==> src/rtl/sio3_pkg.sv <==
package sio3_pkg;
  parameter int DW    = 32;             // widest word
  parameter int SZ_W  = $clog2(DW) + 1; // holds the value DW
  parameter int CNT_W = 16;             // word counts
  parameter int DIV_W = 17;             // divider, up to 2**(DIV_W-1)
  parameter int RB_W  = CNT_W + SZ_W;   // total fetch bits

  typedef enum logic [2:0] {
    PH_IDLE, PH_WR_WAIT, PH_WR_LO, PH_WR_HI,
    PH_RD_PREP, PH_RD_LO, PH_RD_HI, PH_FIN
  } phase_e;

  function automatic logic size_ok(logic [SZ_W-1:0] w);
    return (w == SZ_W'(8)) || (w == SZ_W'(16)) || (w == SZ_W'(32));
  endfunction

  function automatic logic div_ok(logic [DIV_W-1:0] d);
    return (d != '0) && (d <= (DIV_W'(1) << (DIV_W - 1)));
  endfunction

  // Place the word so the first bit to send sits at bit 0 or bit DW-1.
  function automatic logic [DW-1:0] align_tx(logic [DW-1:0] d, logic [SZ_W-1:0] w,
                                             logic lsb);
    return lsb ? d : (d << (SZ_W'(DW) - w));
  endfunction

  // Right-align a collected word.
  function automatic logic [DW-1:0] rx_finish(logic [DW-1:0] acc, logic [SZ_W-1:0] w,
                                              logic lsb);
    logic [DW-1:0] m;
    m = (w == SZ_W'(DW)) ? '1 : ((DW'(1) << w) - DW'(1));
    return lsb ? (acc >> (SZ_W'(DW) - w)) : (acc & m);
  endfunction

  // Bit counter preload for a fetch: words times width, minus one.
  function automatic logic [RB_W-1:0] read_bits(logic [CNT_W-1:0] n, logic [SZ_W-1:0] w);
    logic [RB_W-1:0] p;
    p = RB_W'(n) * RB_W'(w);
    return p - RB_W'(1);
  endfunction
endpackage

==> src/rtl/sio3_fifo.sv <==
module sio3_fifo #(
  parameter int W     = 32,
  parameter int DEPTH = 4
) (
  input  logic         clk,
  input  logic         rst_n,
  input  logic         clr,
  input  logic         push,
  input  logic [W-1:0] din,
  input  logic         pop,
  output logic [W-1:0] dout,
  output logic         empty,
  output logic         full
);
  localparam int AW = $clog2(DEPTH);

  logic [W-1:0]  mem [DEPTH];
  logic [AW-1:0] wp, rp;
  logic [AW:0]   cnt;
  logic          do_push, do_pop;

  assign empty   = (cnt == '0);
  assign full    = (cnt == (AW+1)'(DEPTH));
  assign do_push = push && !full;
  assign do_pop  = pop && !empty;
  assign dout    = mem[rp];

  always_ff @(posedge clk or negedge rst_n) begin
    if (!rst_n) begin
      wp <= '0; rp <= '0; cnt <= '0;
    end else if (clr) begin
      wp <= '0; rp <= '0; cnt <= '0;
    end else begin
      if (do_push) wp <= wp + AW'(1);
      if (do_pop)  rp <= rp + AW'(1);
      cnt <= cnt + (AW+1)'(do_push) - (AW+1)'(do_pop);
    end
  end

  always_ff @(posedge clk) begin
    if (do_push && !clr) mem[wp] <= din;
  end
endmodule

==> src/rtl/sio3_engine.sv <==
module sio3_engine
  import sio3_pkg::*;
(
  input  logic             clk,
  input  logic             rst_n,
  input  logic             start,
  input  logic [SZ_W-1:0]  word_bits,
  input  logic             lsb_first,
  input  logic [DIV_W-1:0] clk_div,
  input  logic [CNT_W-1:0] wr_words,
  input  logic [CNT_W-1:0] rd_words,
  input  logic             tx_empty,
  input  logic [DW-1:0]    tx_data,
  output logic             tx_pop,
  input  logic             rx_full,
  output logic             rx_push,
  output logic [DW-1:0]    rx_data,
  output logic             fifo_clr,
  output logic             sclk,
  output logic             sio_out,
  output logic             sio_oe,
  input  logic             sio_in,
  output logic             busy,
  output logic             done,
  output logic             cfg_err
);
  phase_e           ph;
  logic [SZ_W-1:0]  wsz;
  logic             lsb;
  logic [DIV_W-1:0] div_m1, cnt;
  logic [CNT_W-1:0] wr_left, rd_req;
  logic [RB_W-1:0]  rd_cnt;
  logic [SZ_W-1:0]  bit_left, wbits;
  logic [DW-1:0]    shreg, acc;

  // Named internal events
  logic             half_end, word_last, rx_edge;
  logic [DW-1:0]    ld_word, sh_next, acc_next;
  logic [SZ_W-1:0]  wsz_dec;

  assign half_end  = (cnt == '0);
  assign wsz_dec   = wsz - SZ_W'(1);
  assign word_last = (bit_left == '0);
  assign ld_word   = align_tx(tx_data, wsz, lsb);
  assign sh_next   = lsb ? (shreg >> 1) : (shreg << 1);
  assign acc_next  = lsb ? {sio_in, acc[DW-1:1]} : {acc[DW-2:0], sio_in};
  assign rx_edge   = (ph == PH_RD_LO) && half_end && !rx_full;

  assign tx_pop    = !tx_empty && ((ph == PH_WR_WAIT) ||
                     ((ph == PH_WR_HI) && half_end && word_last && (wr_left != '0)));
  assign rx_push   = rx_edge && (wbits == wsz_dec);
  assign rx_data   = rx_finish(acc_next, wsz, lsb);
  assign fifo_clr  = (ph == PH_RD_PREP);
  assign busy      = (ph != PH_IDLE);

  always_ff @(posedge clk or negedge rst_n) begin
    if (!rst_n) begin
      ph <= PH_IDLE; wsz <= SZ_W'(8); lsb <= 1'b0;
      div_m1 <= '0; cnt <= '0; wr_left <= '0; rd_req <= '0; rd_cnt <= '0;
      bit_left <= '0; wbits <= '0; shreg <= '0; acc <= '0;
      sclk <= 1'b0; sio_out <= 1'b0; sio_oe <= 1'b1; done <= 1'b0; cfg_err <= 1'b0;
    end else begin
      done    <= 1'b0;
      cfg_err <= 1'b0;
      if (tx_pop) begin
        shreg    <= ld_word;
        sio_out  <= lsb ? ld_word[0] : ld_word[DW-1];
        bit_left <= wsz_dec;
        wr_left  <= wr_left - CNT_W'(1);
        cnt      <= div_m1;
        ph       <= PH_WR_LO;
      end
      unique case (ph)
        PH_IDLE: if (start) begin
          if (!size_ok(word_bits) || !div_ok(clk_div)) begin
            cfg_err <= 1'b1;
          end else begin
            wsz     <= word_bits;
            lsb     <= lsb_first;
            div_m1  <= clk_div - DIV_W'(1);
            wr_left <= wr_words;
            rd_req  <= rd_words;
            ph <= (wr_words != '0) ? PH_WR_WAIT :
                  (rd_words != '0) ? PH_RD_PREP : PH_FIN;
          end
        end
        PH_WR_WAIT: ;  // clock held low until tx_pop
        PH_WR_LO: if (half_end) begin
          sclk <= 1'b1; cnt <= div_m1; ph <= PH_WR_HI;
        end else cnt <= cnt - DIV_W'(1);
        PH_WR_HI: if (half_end) begin
          sclk <= 1'b0;
          if (!word_last) begin
            shreg    <= sh_next;
            sio_out  <= lsb ? sh_next[0] : sh_next[DW-1];
            bit_left <= bit_left - SZ_W'(1);
            cnt      <= div_m1;
            ph       <= PH_WR_LO;
          end else if (wr_left != '0) begin
            if (!tx_pop) ph <= PH_WR_WAIT;
          end else begin
            sio_out <= 1'b0;
            ph <= (rd_req != '0) ? PH_RD_PREP : PH_FIN;
          end
        end else cnt <= cnt - DIV_W'(1);
        PH_RD_PREP: begin
          sio_oe <= 1'b0;
          rd_cnt <= read_bits(rd_req, wsz);
          wbits  <= '0;
          acc    <= '0;
          cnt    <= div_m1;
          ph     <= PH_RD_LO;
        end
        PH_RD_LO: if (half_end) begin
          if (!rx_full) begin
            sclk  <= 1'b1;
            acc   <= acc_next;
            wbits <= (wbits == wsz_dec) ? '0 : wbits + SZ_W'(1);
            cnt   <= div_m1;
            ph    <= PH_RD_HI;
          end
        end else cnt <= cnt - DIV_W'(1);
        PH_RD_HI: if (half_end) begin
          sclk <= 1'b0;
          if (rd_cnt == '0) ph <= PH_FIN;
          else begin
            rd_cnt <= rd_cnt - RB_W'(1);
            cnt    <= div_m1;
            ph     <= PH_RD_LO;
          end
        end else cnt <= cnt - DIV_W'(1);
        PH_FIN: begin
          sio_oe <= 1'b1;
          done   <= 1'b1;
          ph     <= PH_IDLE;
        end
        default: ph <= PH_IDLE;
      endcase
    end
  end
endmodule

==> src/rtl/sio3_master.sv <==
module sio3_master
  import sio3_pkg::*;
#(
  parameter int FIFO_DEPTH = 4
) (
  input  logic             clk,
  input  logic             rst_n,
  input  logic             start,
  input  logic [SZ_W-1:0]  word_bits,
  input  logic             lsb_first,
  input  logic [DIV_W-1:0] clk_div,
  input  logic [CNT_W-1:0] wr_words,
  input  logic [CNT_W-1:0] rd_words,
  input  logic             tx_push,
  input  logic [DW-1:0]    tx_wdata,
  output logic             tx_full,
  input  logic             rx_pop,
  output logic [DW-1:0]    rx_rdata,
  output logic             rx_empty,
  output logic             sclk,
  output logic             sio_out,
  output logic             sio_oe,
  input  logic             sio_in,
  output logic             busy,
  output logic             done,
  output logic             cfg_err
);
  logic          tx_empty, tx_pop, rx_full, rx_push, fifo_clr;
  logic [DW-1:0] tx_head, rx_word;

  sio3_fifo #(.W(DW), .DEPTH(FIFO_DEPTH)) u_txq (
    .clk(clk), .rst_n(rst_n), .clr(fifo_clr),
    .push(tx_push), .din(tx_wdata), .pop(tx_pop), .dout(tx_head),
    .empty(tx_empty), .full(tx_full)
  );

  sio3_fifo #(.W(DW), .DEPTH(FIFO_DEPTH)) u_rxq (
    .clk(clk), .rst_n(rst_n), .clr(fifo_clr),
    .push(rx_push), .din(rx_word), .pop(rx_pop), .dout(rx_rdata),
    .empty(rx_empty), .full(rx_full)
  );

  sio3_engine u_eng (
    .clk(clk), .rst_n(rst_n), .start(start),
    .word_bits(word_bits), .lsb_first(lsb_first), .clk_div(clk_div),
    .wr_words(wr_words), .rd_words(rd_words),
    .tx_empty(tx_empty), .tx_data(tx_head), .tx_pop(tx_pop),
    .rx_full(rx_full), .rx_push(rx_push), .rx_data(rx_word),
    .fifo_clr(fifo_clr), .sclk(sclk), .sio_out(sio_out), .sio_oe(sio_oe),
    .sio_in(sio_in), .busy(busy), .done(done), .cfg_err(cfg_err)
  );
endmodule

==> config.mk <==
export PLATFORM = sky130hd
export DESIGN_NAME = sio3_master
export DESIGN_NICKNAME = d
export VERILOG_FILES = /design/src/rtl/sio3_pkg.sv /design/src/rtl/sio3_fifo.sv /design/src/rtl/sio3_engine.sv /design/src/rtl/sio3_master.sv
export SDC_FILE = /design/constraint.sdc
export NUM_CORES = 1
export LEC_CHECK = 0
export BUFFER_PORTS_ARGS = -buffer_cell sky130_fd_sc_hd__buf_2
export CELL_PAD_IN_SITES_DETAIL_PLACEMENT = 1
export CELL_PAD_IN_SITES_GLOBAL_PLACEMENT = 1
export CORE_ASPECT_RATIO = 0.8
export CORE_MARGIN = 8
export CORE_UTILIZATION = 50
export DETAILED_ROUTE_END_ITERATION = 10
export PLACE_DENSITY = 0.79
export SETUP_SLACK_MARGIN = 0.1
export SLEW_MARGIN = 15
export SYNTH_ARGS = -nofsm -noshare
export SYNTH_HDL_FRONTEND = slang
export SYNTH_SLANG_ARGS = --single-unit
==> constraint.sdc <==
create_clock -name clk -period 6.68 [get_ports clk]
set_clock_uncertainty 0.15 [all_clocks]
set_input_delay 0.668 -clock clk [delete_from_list [all_inputs] [get_ports clk]]
set_output_delay 0.668 -clock clk [all_outputs]
set_load 0.02 [all_outputs]
# Yosys cells after proc, flatten, opt, wreduce, memory -nomap -nowiden
# Memory sizes are Yosys's and may differ from the RTL's.
# Index checks and enable logic that the tools add are counted.
[classes] shifts=3 bitwise=2 n_mux=83 addsub=18 n_eq_ne=20 n_lt_le_gt_ge=1 n_reduce_logical=50 mul=1
[ops] op="$mux W32" n=11
[ops] op="$mux W17" n=8
[ops] op="$pmux W17 S5" n=1
[ops] op="$mux W16" n=4
[ops] op="$pmux W32 S2" n=1
[ops] op="$reduce_bool A16 Y1" n=4
[ops] op="$mux W22" n=2
[ops] op="$pmux W22 S2" n=1
[ops] op="$sub A22 B1 Y22 const B" n=2
[ops] op="$mux W3" n=14
[ops] op="$mux W6" n=7
[ops] op="$sub A17 B1 Y17 const B" n=2
[ops] op="$and A32 B32 Y32" n=1
[ops] op="$shl A1 B6 Y32 const A" n=1
[ops] op="$shl A32 B6 Y32" n=1
[ops] op="$shr A32 B6 Y32" n=1
[ops] op="$sub A32 B1 Y32 const B" n=1
[ops] op="$logic_not A22 Y1" n=1
[ops] op="$mul A16 B6 Y22" n=1
[ops] op="$mux W2" n=11
[ops] op="$pmux W3 S7" n=1
[ops] op="$mux W1" n=19
[ops] op="$eq A3 B3 Y1 const B" n=6
[ops] op="$le A17 B17 Y1 const B" n=1
[ops] op="other kinds (31)" n=76
[totals] memories=2 in_bits=94 ff_bits=193 ram_bits=256
[memory_table] memory="u_rxq.mem" depth=4 width=32 rd=1 rd_ports_with_merged_regs=0 wr=1 line="sio3_fifo.sv:17" rtl="logic [W-1:0] mem [DEPTH];"
[memory_table] memory="u_txq.mem" depth=4 width=32 rd=1 rd_ports_with_merged_regs=0 wr=1 line="sio3_fifo.sv:17"

# Depth between registers and ports, before layout
# Gate-level depths: netlist (run 1).
[depth] depth_word=12 ltp_mapped=21 ltp_nobuf=18

# By module
# From an unflattened synthesis (run 1), not the netlist that was laid out.
[unflattened] hier_cells=2706 hier_area_um2=28666.2
[by_module_without_submodules] mod="sio3_engine" cells_each=2274 seq_area_each_um2=4481.8 instances=1 area_per_inst_um2=18273.8
[by_module_without_submodules] mod="sio3_fifo" cells_each=216 seq_area_each_um2=4018.9 instances=2 area_per_inst_um2=5196.2

# Least setup slack after synthesis (run 1)
# OpenSTA, ideal clock, no wires.
[synth_timing] kind="register to register" start="reg u_eng.wsz[3]" end="reg u_eng.rd_cnt[19]" path_stages_with_launch=21 path_buffers=4 period_less_slack_ps=5419 setup_time_ps=142 arrival_ps=5127 setup_slack_ps=1261 path_cell_list="dfstp_2 -> buf_2 -> buf_2 -> clkbuf_1 -> clkbuf_1 -> and2_1 -> fa_1 -> fa_1 -> fa_1 -> inv_1 -> fa_1 -> inv_1 -> ha_1 -> a21oi_1 -> o21bai_1 -> a21o_1 -> a22oi_1 -> a21boi_0 -> a21oi_1 -> xnor2_1 -> o221ai_1"
[synth_between] elab_chain_len=3
[synth_lines] item="start: declaration" line="sio3_engine.sv:28" rtl="logic [SZ_W-1:0] wsz;"
[synth_lines] item="start signal: assignment" line="sio3_engine.sv:78" rtl="wsz <= word_bits;"
[synth_lines] item="$mul A16 B6 Y22" line="sio3_pkg.sv:38" rtl="p = RB_W'(n) * RB_W'(w);"
[synth_lines] item="$sub A22 B1 Y22" line="sio3_pkg.sv:39" rtl="return p - RB_W'(1);"
[synth_lines] item="$pmux W22 S2" line="sio3_engine.sv:73" rtl="unique case (ph)"
[synth_lines] item="end signal: assignment" line="sio3_engine.sv:108" rtl="rd_cnt <= read_bits(rd_req, wsz);"
[synth_lines] item="end signal: assignment" line="sio3_engine.sv:127" rtl="rd_cnt <= rd_cnt - RB_W'(1);"
[synth_lines] item="end: declaration" line="sio3_engine.sv:32" rtl="logic [RB_W-1:0] rd_cnt;"
# No other way between the ends.
# A chain may end at the register's enable or synchronous reset.

# Worst setup path after layout (run 1)
[layout_timing] start="reg u_eng.wsz[2]" end="reg u_eng.rd_cnt[19]"
# The elaborated chain is that of the path after synthesis.

==> flow_summary.json, run 1 <==
{
  "nets": 3081,
  "cts.sinks": 449,
  "core.rowCount": 78,
  "antenna_found_initial": 1,
  "setup_viol": 0,
  "antenna_left": 0,
  "io_buffers": 133,
  "swShare_pct": 43.7,
  "pin_count": 134,
  "clkPwrFrac_pct": 21.0,
  "diodes": 0,
  "peakVddDrop_mv": 0.411,
  "setup_tns_ns": 0,
  "grt_first_pass_wirelength_um": 145000,
  "post_cts_buffers": 0,
  "first_pass_iters": 6,
  "cts_buffers": 48,
  "synth_edf_count": 256,
  "syn_nets": 3033,
  "power_density_nw_per_um2": 416,
  "finalInstanceArea_sq_um": 31600,
  "clock_latency_ns": 0.59,
  "max_freq_ghz": 0.173,
  "wl_per_cell_um": 25.4,
  "htreeDepth": 2,
  "drt-initial-drc-count": 2187,
  "drt-met1-wl_um": 40200,
  "combinationalPowerShare_pct": 49.7,
  "endpoint_kind": "flip-flop",
  "viasPerCell": 6.42,
  "netlist_area_sq_um": 28700,
  "cap_violations": 0,
  "fin_crit_ns": 5.78,
  "drc": 0,
  "p_leak_nw": 12.8,
  "post-route-period-util_pct": 86.5,
  "fp.dieH_um": 230,
  "synth_top_area_share_pct": 26.8,
  "yosysWarnings": 0,
  "dpl.hpwl_um": 65700,
  "cts_hold_buffers": 1,
  "intPower_w": 0.00740,
  "cts_resized": 0,
  "start_util_pct": 50.6,
  "drive_gt1_share_pct": 14.6,
  "coreArea_sq_um": 56800,
  "synth_area_leaders": "edfxtp_1 27%, dfrtp_1 17%, mux4_2 6.8%",
  "drv_slew": 0,
  "yosysMostFrequentCell": "nand2_1",
  "switchingPower_w": 0.00575,
  "wl_met3_um": 5750,
  "crit_path_start_kind": "flip-flop",
  "async_reset_ff_share_pct": 43.0,
  "cp_max_fo": 34,
  "hold_violations": 0,
  "overflow": 0,
  "pre_cts_slack_ns": 0.928,
  "grt_max_degree": 85,
  "die_w_um": 284,
  "placed_cell_area_sq_um": 30000,
  "synth-seq-cells": 449,
  "root_buffer": "clkbuf_16",
  "ys_seq_area_share_pct": 43.6,
  "clk_path_buf_depth": 3,
  "cts_tree": "done",
  "synth_commonest_cells": "300 x nand2_1, 256 x edfxtp_1, 219 x o21ai_0, 214 x nor2_1, 191 x dfrtp_1",
  "hp-class": "in2reg",
  "vias": 23400,
  "area_delta_synth_final_pct": 9.92,
  "cp.required_ns": 6.95,
  "gp_congestion": 0.964,
  "met2WireLength_um": 44400,
  "synth_flop_cell": "edfxtp_1",
  "syn_avg_cell_area_sq_um": 10.3,
  "synth_cell_type_count": 90,
  "worst_pin_slew_ns": 1.28,
  "p_seq_share_pct": 29.4,
  "finalPower_w": 0.0131,
  "fin_ws_ns": 0.902,
  "rsz0062_at_grt": "false",
  "clkTransAtPathRegs_ns": 0.06,
  "synth_top_area_cell": "edfxtp_1",
  "die-area_sq_um": 65500,
  "slew_headroom_pct": 12.3,
  "grt_usage_pct": 27.5,
  "syn_inst": 2802,
  "path_class": "reg2reg",
  "topRoutingLayerUsed": "met5",
  "worstPathArrival_ns": 6.05,
  "wl_um": 92600,
  "grt_pass1_vias": 24500,
  "outcome": "completed",
  "whs_ns": 0.152
}
[cell usage in the layout (no fill, tap or decap), drive strengths merged, types with 10 or more instances in the layout]
cell,netlist,layout
a211oi,30,30
a21o,14,14
a21oi,137,137
a221o,10,10
a221oi,14,14
a22oi,18,18
a31oi,32,32
and2,66,66
and3,29,29
buf,67,175
clkbuf,112,63
clkinv,5,16
dfrtp,191,191
edfxtp,256,256
fa,60,60
ha,77,77
inv,132,137
mux2,48,48
mux2i,105,105
mux4,87,87
nand2,300,300
nand2b,14,14
nand3,103,103
nand4,14,14
nor2,216,216
nor2b,30,30
nor3,72,72
nor4,31,31
o211ai,25,25
o21ai,224,224
o221ai,15,15
o22ai,37,37
o31ai,15,15
or3,13,13
or4,14,14
xnor2,53,53
xor2,32,32
[power groups by stage]
stage	Sequential [W]	Clock, W	Combinational (W)
CTS	0.00385	0.00281	0.00645
detailed placement	0.00390	0	0.00638
floorplan	0.00364	0	0.00469
global route	0.00392	0.00289	0.00711
finish	0.00386	0.00276	0.00653
global placement	0.00385	0	0.00616
[sequential cells by signal, indices dropped and copies added (netlist names), 16 cells and up]
name	flops
u_eng.div_m1	17
u_eng.acc	32
u_eng.shreg	32
u_eng.wr_left	16
u_rxq.mem	128
u_eng.cnt	17
u_txq.mem	128
u_eng.rd_req	16
u_eng.rd_cnt	22
[metal layers]
metal / vias to the layer above / GRT usage [%]
met2: 806 / 45.6
li1: 10400 / -
met3: 156 / 4.34
met1: 12000 / 37.8
met5: - / 0
met4: 2 / 7.20
[cell type report]
class / count / area, sq um
Clock buffer: 62 / 1310
Clock inverter: 26 / 298
Fill cell: 6189 / 25200
Inverter: 137 / 517
Multi-Input combinational cell: 2037 / 15000
Sequential cell: 449 / 12500
Tap cell: 760 / 951
Timing Repair Buffer: 177 / 1010
[path summary, 6_finish.rpt]
| path | cells past startpoint | slack, ns | to | start |
|---|---|---|---|---|
| setup / recovery | 18 | 0.90 | u_eng.rd_cnt[19]$_DFFE_PN0P_ | u_eng.wsz[2]$_DFFE_PN0P_ |
| min in group asynchronous | 2 | 0.46 | u_eng.acc[1]$_DFFE_PN0P_ | rst_n |
| max in group asynchronous | 3 | 4.46 | u_eng.shreg[6]$_DFF_PN0_ | rst_n |
| hold / removal | 1 | 0.15 | u_txq.mem[2][28]$_DFFE_PP_ | tx_wdata[28] |
| hold reg to reg | 2 | 0.35 | u_eng.div_m1[15]$_DFFE_PN0P_ | u_eng.div_m1[15]$_DFFE_PN0P_ |
| setup reg to reg | 18 | 0.90 | u_eng.rd_cnt[19]$_DFFE_PN0P_ | u_eng.wsz[2]$_DFFE_PN0P_ |
[critical path, cell delays in order (launching register included)]
cell	delay (ns)
dfrtp_1	0.77
and2_1	0.38
fa_1	0.51
inv_1	0.05
fa_1	0.49
inv_1	0.06
fa_1	0.56
inv_1	0.08
fa_1	0.53
inv_1	0.04
ha_1	0.33
o21ai_0	0.15
o21bai_1	0.15
a21oi_1	0.14
o31ai_1	0.41
a21boi_0	0.27
a21oi_1	0.25
xnor2_1	0.15
o221ai_1	0.14
[through the flow]
stage               cells  utilization (%)
floorplan            2802                -
global placement     3559             52.8
detailed placement   3559             52.8
CTS                  3648             55.6
global route         3648             55.6
finish               3648             55.6
[logic make-up (layout without fill, tap and decap cells)]
logic type	count (synthesis)	after routing	share of synthesized area, %
AO/OA/AOI/OAI	649	649	14.1
XOR/XNOR	86	86	2.67
adder cells (fa/ha/maj)	137	137	7.53
buffers and inverters	316	402	4.50
flip-flops	449	449	43.6
multiplexers	240	240	12.4
AND/OR/NAND/NOR	925	925	15.2
Power figures use the tool's default switching activity.
==> run 2, diff against run 1 <==
--- a/config.mk
+++ b/config.mk
@@ -5,12 +5,13 @@
 export SDC_FILE = /design/constraint.sdc
 export NUM_CORES = 1
 export LEC_CHECK = 0
+export ABC_AREA = 1
 export BUFFER_PORTS_ARGS = -buffer_cell sky130_fd_sc_hd__buf_2
 export CELL_PAD_IN_SITES_DETAIL_PLACEMENT = 1
 export CELL_PAD_IN_SITES_GLOBAL_PLACEMENT = 1
 export CORE_ASPECT_RATIO = 0.8
 export CORE_MARGIN = 8
-export CORE_UTILIZATION = 50
+export CORE_UTILIZATION = 47
 export DETAILED_ROUTE_END_ITERATION = 10
 export PLACE_DENSITY = 0.79
 export SETUP_SLACK_MARGIN = 0.1
==> flow_summary.json, run 2 <==
{
  "post-route-period-util_pct": 79.1,
  "worstHoldStart": "tx_wdata[11]",
  "vias": 28000,
  "diodes": 0,
  "die_w_um": 300,
  "fp.dieH_um": 243,
  "area_delta_synth_final_pct": 8.85,
  "rsz0062_at_grt": "false",
  "outcome": "completed",
  "final_common_cell": "nand2_1",
  "wl_um": 99800,
  "setup_tns_ns": 0,
  "yosysWarnings": 0,
  "synth_top_area_cell": "edfxtp_1",
  "drive_gt1_share_pct": 7.90,
  "cp_max_fo": 25,
  "drc": 0,
  "clkTransAtPathRegs_ns": 0.07,
  "drv_slew": 0,
  "grt_max_degree": 138,
  "worst_pin_slew_ns": 1.19,
  "grt_pass1_vias": 28700,
  "htreeDepth": 2,
  "coreArea_sq_um": 64100,
  "final_util_pct": 51.6,
  "grt_usage_pct": 26.8,
  "netlist_area_sq_um": 30400,
  "synth-seq-cells": 449,
  "peakVddDrop_mv": 0.286,
  "dpl.hpwl_um": 70400,
  "crit_start": "u_eng.wsz[3]$_DFFE_PN1P_",
  "syn_nets": 4249,
  "core.rowCount": 83,
  "antenna_left": 0,
  "antenna_found_initial": 1,
  "hold_end": "u_txq.mem[0][11]$_DFFE_PP_",
  "endpoint_kind": "flip-flop",
  "power_density_nw_per_um2": 474,
  "rrSetupSlack_ns": 1.40,
  "overflow": 0,
  "wl_per_cell_um": 20.3,
  "finalNonFillerCells": 4911,
  "synth_area_leaders": "edfxtp_1 25%, dfrtp_1 16%, nand2_1 12%",
  "worstPathArrival_ns": 5.61,
  "syn_inst": 4018,
  "synth_edf_count": 256,
  "cts.sinks": 449,
  "first_pass_iters": 5,
  "cts_buffers": 49,
  "io_buffers": 133,
  "synth_cell_type_count": 59,
  "viasPerCell": 5.71,
  "max_freq_ghz": 0.189,
  "yosysMostFrequentCell": "nand2_1",
  "slew_headroom_pct": 20.6,
  "start_util_pct": 47.4,
  "clock_latency_ns": 0.61,
  "syn_avg_cell_area_sq_um": 7.55,
  "r2r_start": "u_eng.wsz[3]$_DFFE_PN1P_",
  "cts_hold_buffers": 1,
  "crit_path_start_kind": "flip-flop",
  "reg_top3": "u_rxq.mem x128, u_txq.mem x128",
  "post_cts_buffers": 0,
  "clk_path_buf_depth": 3,
  "holdPathStages": 1,
  "synth_top_area_share_pct": 25.3,
  "hp-class": "in2reg",
  "root_buffer": "clkbuf_16",
  "fillers": 8029,
  "cap_violations": 0,
  "async_reset_ff_share_pct": 43.0,
  "die-area_sq_um": 73000,
  "place_inst": 4818,
  "synth_flop_cell": "edfxtp_1",
  "worstReg2RegEnd": "u_eng.rd_cnt[17]$_DFFE_PN0P_",
  "nets": 4251,
  "path_class": "reg2reg",
  "cts_resized": 0,
  "hold_violations": 0,
  "final_cell_mix": "999 x nand2_1, 542 x nand3_1, 403 x inv_1",
  "setup_viol": 0,
  "r2r_cells": 17,
  "pin_count": 134,
  "synth_commonest_cells": "1001 x nand2_1, 542 x nand3_1, 408 x inv_1, 379 x nor2_1, 328 x o21ai_0",
  "p_leak_nw": 15.1,
  "cts_tree": "done",
  "ys_seq_area_share_pct": 41.2,
  "fin_crit_ns": 5.28,
  "cp.required_ns": 7.01,
  "gp_congestion": 0.884,
  "grt_first_pass_wirelength_um": 159000,
  "drt-initial-drc-count": 1956
}
-- run 2: cell types whose count changed in the layout (fill, tap and decap cells not counted), moves of 46 or more --
| cell | change |
|---|---|
| mux4_2 | -87 |
| nand2_1 | +699 |
| nor2_1 | +156 |
| inv_1 | +272 |
| mux2i_1 | -91 |
| nand3_1 | +444 |
| o21ai_0 | +109 |
| mux2_2 | -46 |
| and2_1 | -63 |
-- run 2: layout make-up --
class | count | area, sq um | area share, %
clock inverters | 22 | 166 | 0.504
flip-flops and latches | 449 | 12500 | 37.9
clock buffers | 70 | 1370 | 4.14
well taps | 850 | 1060 | 3.22
multi-input cells | 2929 | 15400 | 46.5
inverters | 420 | 1580 | 4.79
repair buffers | 171 | 976 | 2.95
-- run 2: cell families after synthesis --
group                    synth area share (%)
buffers and inverters                    8.50
AO/OA/AOI/OAI                            11.4
adder cells (fa/ha/maj)                  7.13
multiplexers                            0.466
XOR/XNOR                                 2.13
flip-flops                               41.2
AND/OR/NAND/NOR                          29.2
-- run 2: report_power, final --
| part | internal, W | switching, W | total (W) |
|---|---|---|---|
| logic | 0.00283 | 0.00625 | 0.00907 |
| clock network | 0.00147 | 0.00119 | 0.00266 |
| registers | 0.00346 | 0.000470 | 0.00393 |
| total | 0.00776 | 0.00791 | 0.0157 |
-- run 2: worst max-delay path by stage --
| stage | endpoint | slack [ns] | depth (start not counted) |
|---|---|---|---|
| after detailed placement | u_eng.rd_cnt[17]$_DFFE_PN0P_ | 1.45 | 17 |
| after CTS | u_eng.rd_cnt[17]$_DFFE_PN0P_ | 1.44 | 17 |
| after floorplan | u_eng.rd_cnt[15]$_DFFE_PN0P_ | 1.86 | 19 |
| after global placement | u_eng.rd_cnt[17]$_DFFE_PN0P_ | 1.54 | 17 |
| after global routing | u_eng.rd_cnt[17]$_DFFE_PN0P_ | 1.05 | 17 |
| final | u_eng.rd_cnt[17]$_DFFE_PN0P_ | 1.40 | 17 |
-- run 2: per-layer routing --
| metal | up-vias | track usage (%) | wire length (um) |
|---|---|---|---|
| li1 | 13300 | - | - |
| met1 | 13900 | 37.3 | 45500 |
| met2 | 683 | 43.6 | 46400 |
| met3 | 137 | 4.20 | 5750 |
| met4 | 2 | 6.36 | 2070 |
| met5 | - | 0 | 9 |
-- run 2: per-stage QoR --
stage / setup WS [ns] / area, sq um / hold WS (ns) / power, W
2_1_floorplan: 1.86 / 30400 / 0.222 / 0.0104
3_3_place_gp: 1.54 / 31500 / 0.345 / 0.0127
3_5_place_dp: 1.45 / 31500 / 0.354 / 0.0130
4_1_cts: 1.44 / 33000 / 0.0934 / 0.0157
5_1_grt: 1.05 / 33000 / 0.112 / 0.0170
6_report: 1.40 / 33000 / 0.117 / 0.0157
-- run 2: critical path, cell delays in order (launching register included) --
cell and delay (ns):
dfstp_2 1.01, nand2_1 0.11, inv_1 0.10, fa_1 0.42, fa_1 0.48, fa_1 0.55
inv_1 0.06, fa_1 0.53, inv_1 0.04, ha_1 0.34, a21oi_1 0.21, o21a_1 0.17
nand2_1 0.11, a21oi_1 0.28, o21bai_1 0.15, or2_2 0.29, nand3_1 0.08, a22oi_1 0.06
==> run 3, diff against run 2 <==
--- a/config.mk
+++ b/config.mk
@@ -5,15 +5,15 @@
 export SDC_FILE = /design/constraint.sdc
 export NUM_CORES = 1
 export LEC_CHECK = 0
-export ABC_AREA = 1
+export ABC_AREA = 0
 export BUFFER_PORTS_ARGS = -buffer_cell sky130_fd_sc_hd__buf_2
 export CELL_PAD_IN_SITES_DETAIL_PLACEMENT = 1
 export CELL_PAD_IN_SITES_GLOBAL_PLACEMENT = 1
 export CORE_ASPECT_RATIO = 0.8
 export CORE_MARGIN = 8
-export CORE_UTILIZATION = 47
+export CORE_UTILIZATION = 45
 export DETAILED_ROUTE_END_ITERATION = 10
-export PLACE_DENSITY = 0.79
+export PLACE_DENSITY = 0.75
 export SETUP_SLACK_MARGIN = 0.1
 export SLEW_MARGIN = 15
 export SYNTH_ARGS = -nofsm -noshare
==> constraint.sdc (replaced) <==
create_clock -name clk -period 4.2 [get_ports clk]
set_clock_uncertainty 0.15 [all_clocks]
set_input_delay 0.42 -clock clk [delete_from_list [all_inputs] [get_ports clk]]
set_output_delay 0.42 -clock clk [all_outputs]
set_load 0.02 [all_outputs]
==> flow_summary.json, run 3 (same netlist as run 1, synthesis figures left out) <==
{
  "cts_buffers": 48,
  "fillers": 6924,
  "rsz0062_at_grt": "true",
  "slowest_stage": "dfstp_2",
  "final_common_cell": "nand2_1",
  "gp_congestion": 0.940,
  "finalNonFillerCells": 3955,
  "placed_cell_area_sq_um": 31400,
  "antenna_left": 0,
  "final_cell_mix": "300 x nand2_1, 256 x edfxtp_1, 208 x nor2_1",
  "io_buffers": 133,
  "worstPathArrival_ns": 5.19,
  "post-route-period-util_pct": 116,
  "fin_crit_ns": 4.86,
  "drive_gt1_share_pct": 20.8,
  "grt_usage_pct": 25.7,
  "hold_violations": 0,
  "fin_ws_ns": -0.661,
  "antenna_found_initial": 1,
  "cp_max_fo": 5,
  "path_class": "reg2reg",
  "drc": 0,
  "wl_um": 95700,
  "nets": 3295,
  "p_leak_nw": 13.9,
  "grt_pass1_vias": 25700,
  "clk_path_buf_depth": 3,
  "reg_top3": "u_rxq.mem x128, u_txq.mem x128",
  "cts.sinks": 449,
  "root_buffer": "clkbuf_16",
  "grt_first_pass_wirelength_um": 150000,
  "setup_viol": 16,
  "clock_latency_ns": 0.60,
  "start_util_pct": 45.1,
  "overflow": 0,
  "finalInstanceArea_sq_um": 34000,
  "slew_headroom_pct": 23.2,
  "die-area_sq_um": 72300,
  "max_freq_ghz": 0.206,
  "endpoint_kind": "flip-flop",
  "place_inst": 3776,
  "violations": "negative setup slack",
  "worst_pin_slew_ns": 1.14,
  "crit_top_cell": "fa_1",
  "drv_slew": 0,
  "cp.required_ns": 4.53,
  "area_delta_synth_final_pct": 18.3,
  "fp.dieH_um": 242,
  "drt-initial-drc-count": 2020,
  "setup_tns_ns": -7.21,
  "hp-class": "in2reg",
  "whs_ns": 0.0198,
  "core.rowCount": 83,
  "cap_violations": 0,
  "crit_path_start_kind": "flip-flop",
  "coreArea_sq_um": 63700,
  "slowest_delay_ns": 0.61,
  "die_w_um": 299,
  "outcome": "complete, but fails checks",
  "vias": 24000,
  "peakVddDrop_mv": 0.444,
  "clkTransAtPathRegs_ns": 0.06,
  "htreeDepth": 2,
  "viasPerCell": 6.07,
  "cp_cell_sequence": "buf_6, and2_4, fa_1, fa_1, fa_1, inv_2, fa_1, inv_2, ha_4, nor3_1, o21ai_1, nand4_1, a21boi_2, o21a_1, or4_1, and3_1",
  "pin_count": 134,
  "first_pass_iters": 9,
  "finalPower_w": 0.0233,
  "cts_tree": "done",
  "dpl.hpwl_um": 68800,
  "grt_max_degree": 99,
  "power_density_nw_per_um2": 684,
  "wl_per_cell_um": 24.2
}
-- run 3: worst paths after layout --
path	startpoint	endpoint	slack, ns	cells after the start
max	u_eng.wsz[3]$_DFFE_PN1P_	u_eng.rd_cnt[14]$_DFFE_PN0P_	-0.66	16
max reg2reg	u_eng.wsz[3]$_DFFE_PN1P_	u_eng.rd_cnt[14]$_DFFE_PN0P_	-0.66	16
min	clk_div[6]	u_eng.div_m1[6]$_DFFE_PN0P_	0.02	3
max in group asynchronous	rst_n	u_rxq.rp[0]$_DFFE_PN0P_	2.63	3
min in group asynchronous	rst_n	u_eng.div_m1[10]$_DFFE_PN0P_	0.20	2
min reg2reg	u_eng.div_m1[11]$_DFFE_PN0P_	u_eng.div_m1[11]$_DFFE_PN0P_	0.34	2
-- run 3: worst max-delay path: cells and delay by family (launching register included) --
kind	cells	cell delay [ns]
AO/OA/AOI/OAI	3	0.49
adder cells (fa/ha/maj)	5	2.21
buffers and inverters	3	0.22
flip-flops	1	0.61
AND/OR/NAND/NOR	5	1.05
-- run 3: area by class of cell --
class	instances	area, sq um	area share [%]
clock inverter	23	166	0.490
inverter	137	517	1.52
multi-input combinational	2037	15400	45.4
timing repair buffer	391	2940	8.66
sequential	449	12500	36.9
antenna	2	5.00	0.0147
tap	850	1060	3.13
clock buffer	66	1340	3.94
-- run 3: what timing repair did --
| item | CTS | global route |
|---|---|---|
| gates cloned | 0 | 0 |
| hold buffers | 75 | 0 |
| pin swaps | 12 | 27 |
| resized for setup | 16 | 55 |
| buffers inserted | 3 | 11 |
| setup endpoints to repair | 22 | 43 |
| hold endpoints to repair | 219 | 0 |
-- run 3: stage by stage --
stage | utilization [%] | setup slack [ns]
6_report | 53.4 | -0.661
5_1_grt | 53.4 | -0.838
4_1_cts | 52.9 | -0.529
3_5_place_dp | 49.3 | -0.617
3_3_place_gp | 49.3 | -0.452
2_1_floorplan | - | -0.620
-- run 3: report_power, final --
part / switching [W] / internal (W)
combinational: 0.00744 / 0.00560
clock: 0.00186 / 0.00231
sequential: 0.000664 / 0.00539
total: 0.00996 / 0.0133
-- run 3: routing by layer --
metal	GRT usage (%)	routed length, um	vias to the layer above
met3	4.60	5710	169
met2	42.8	46200	700
met4	7.06	2570	0
li1	-	-	10800
met1	34.5	41200	12300
met5	0	0	-
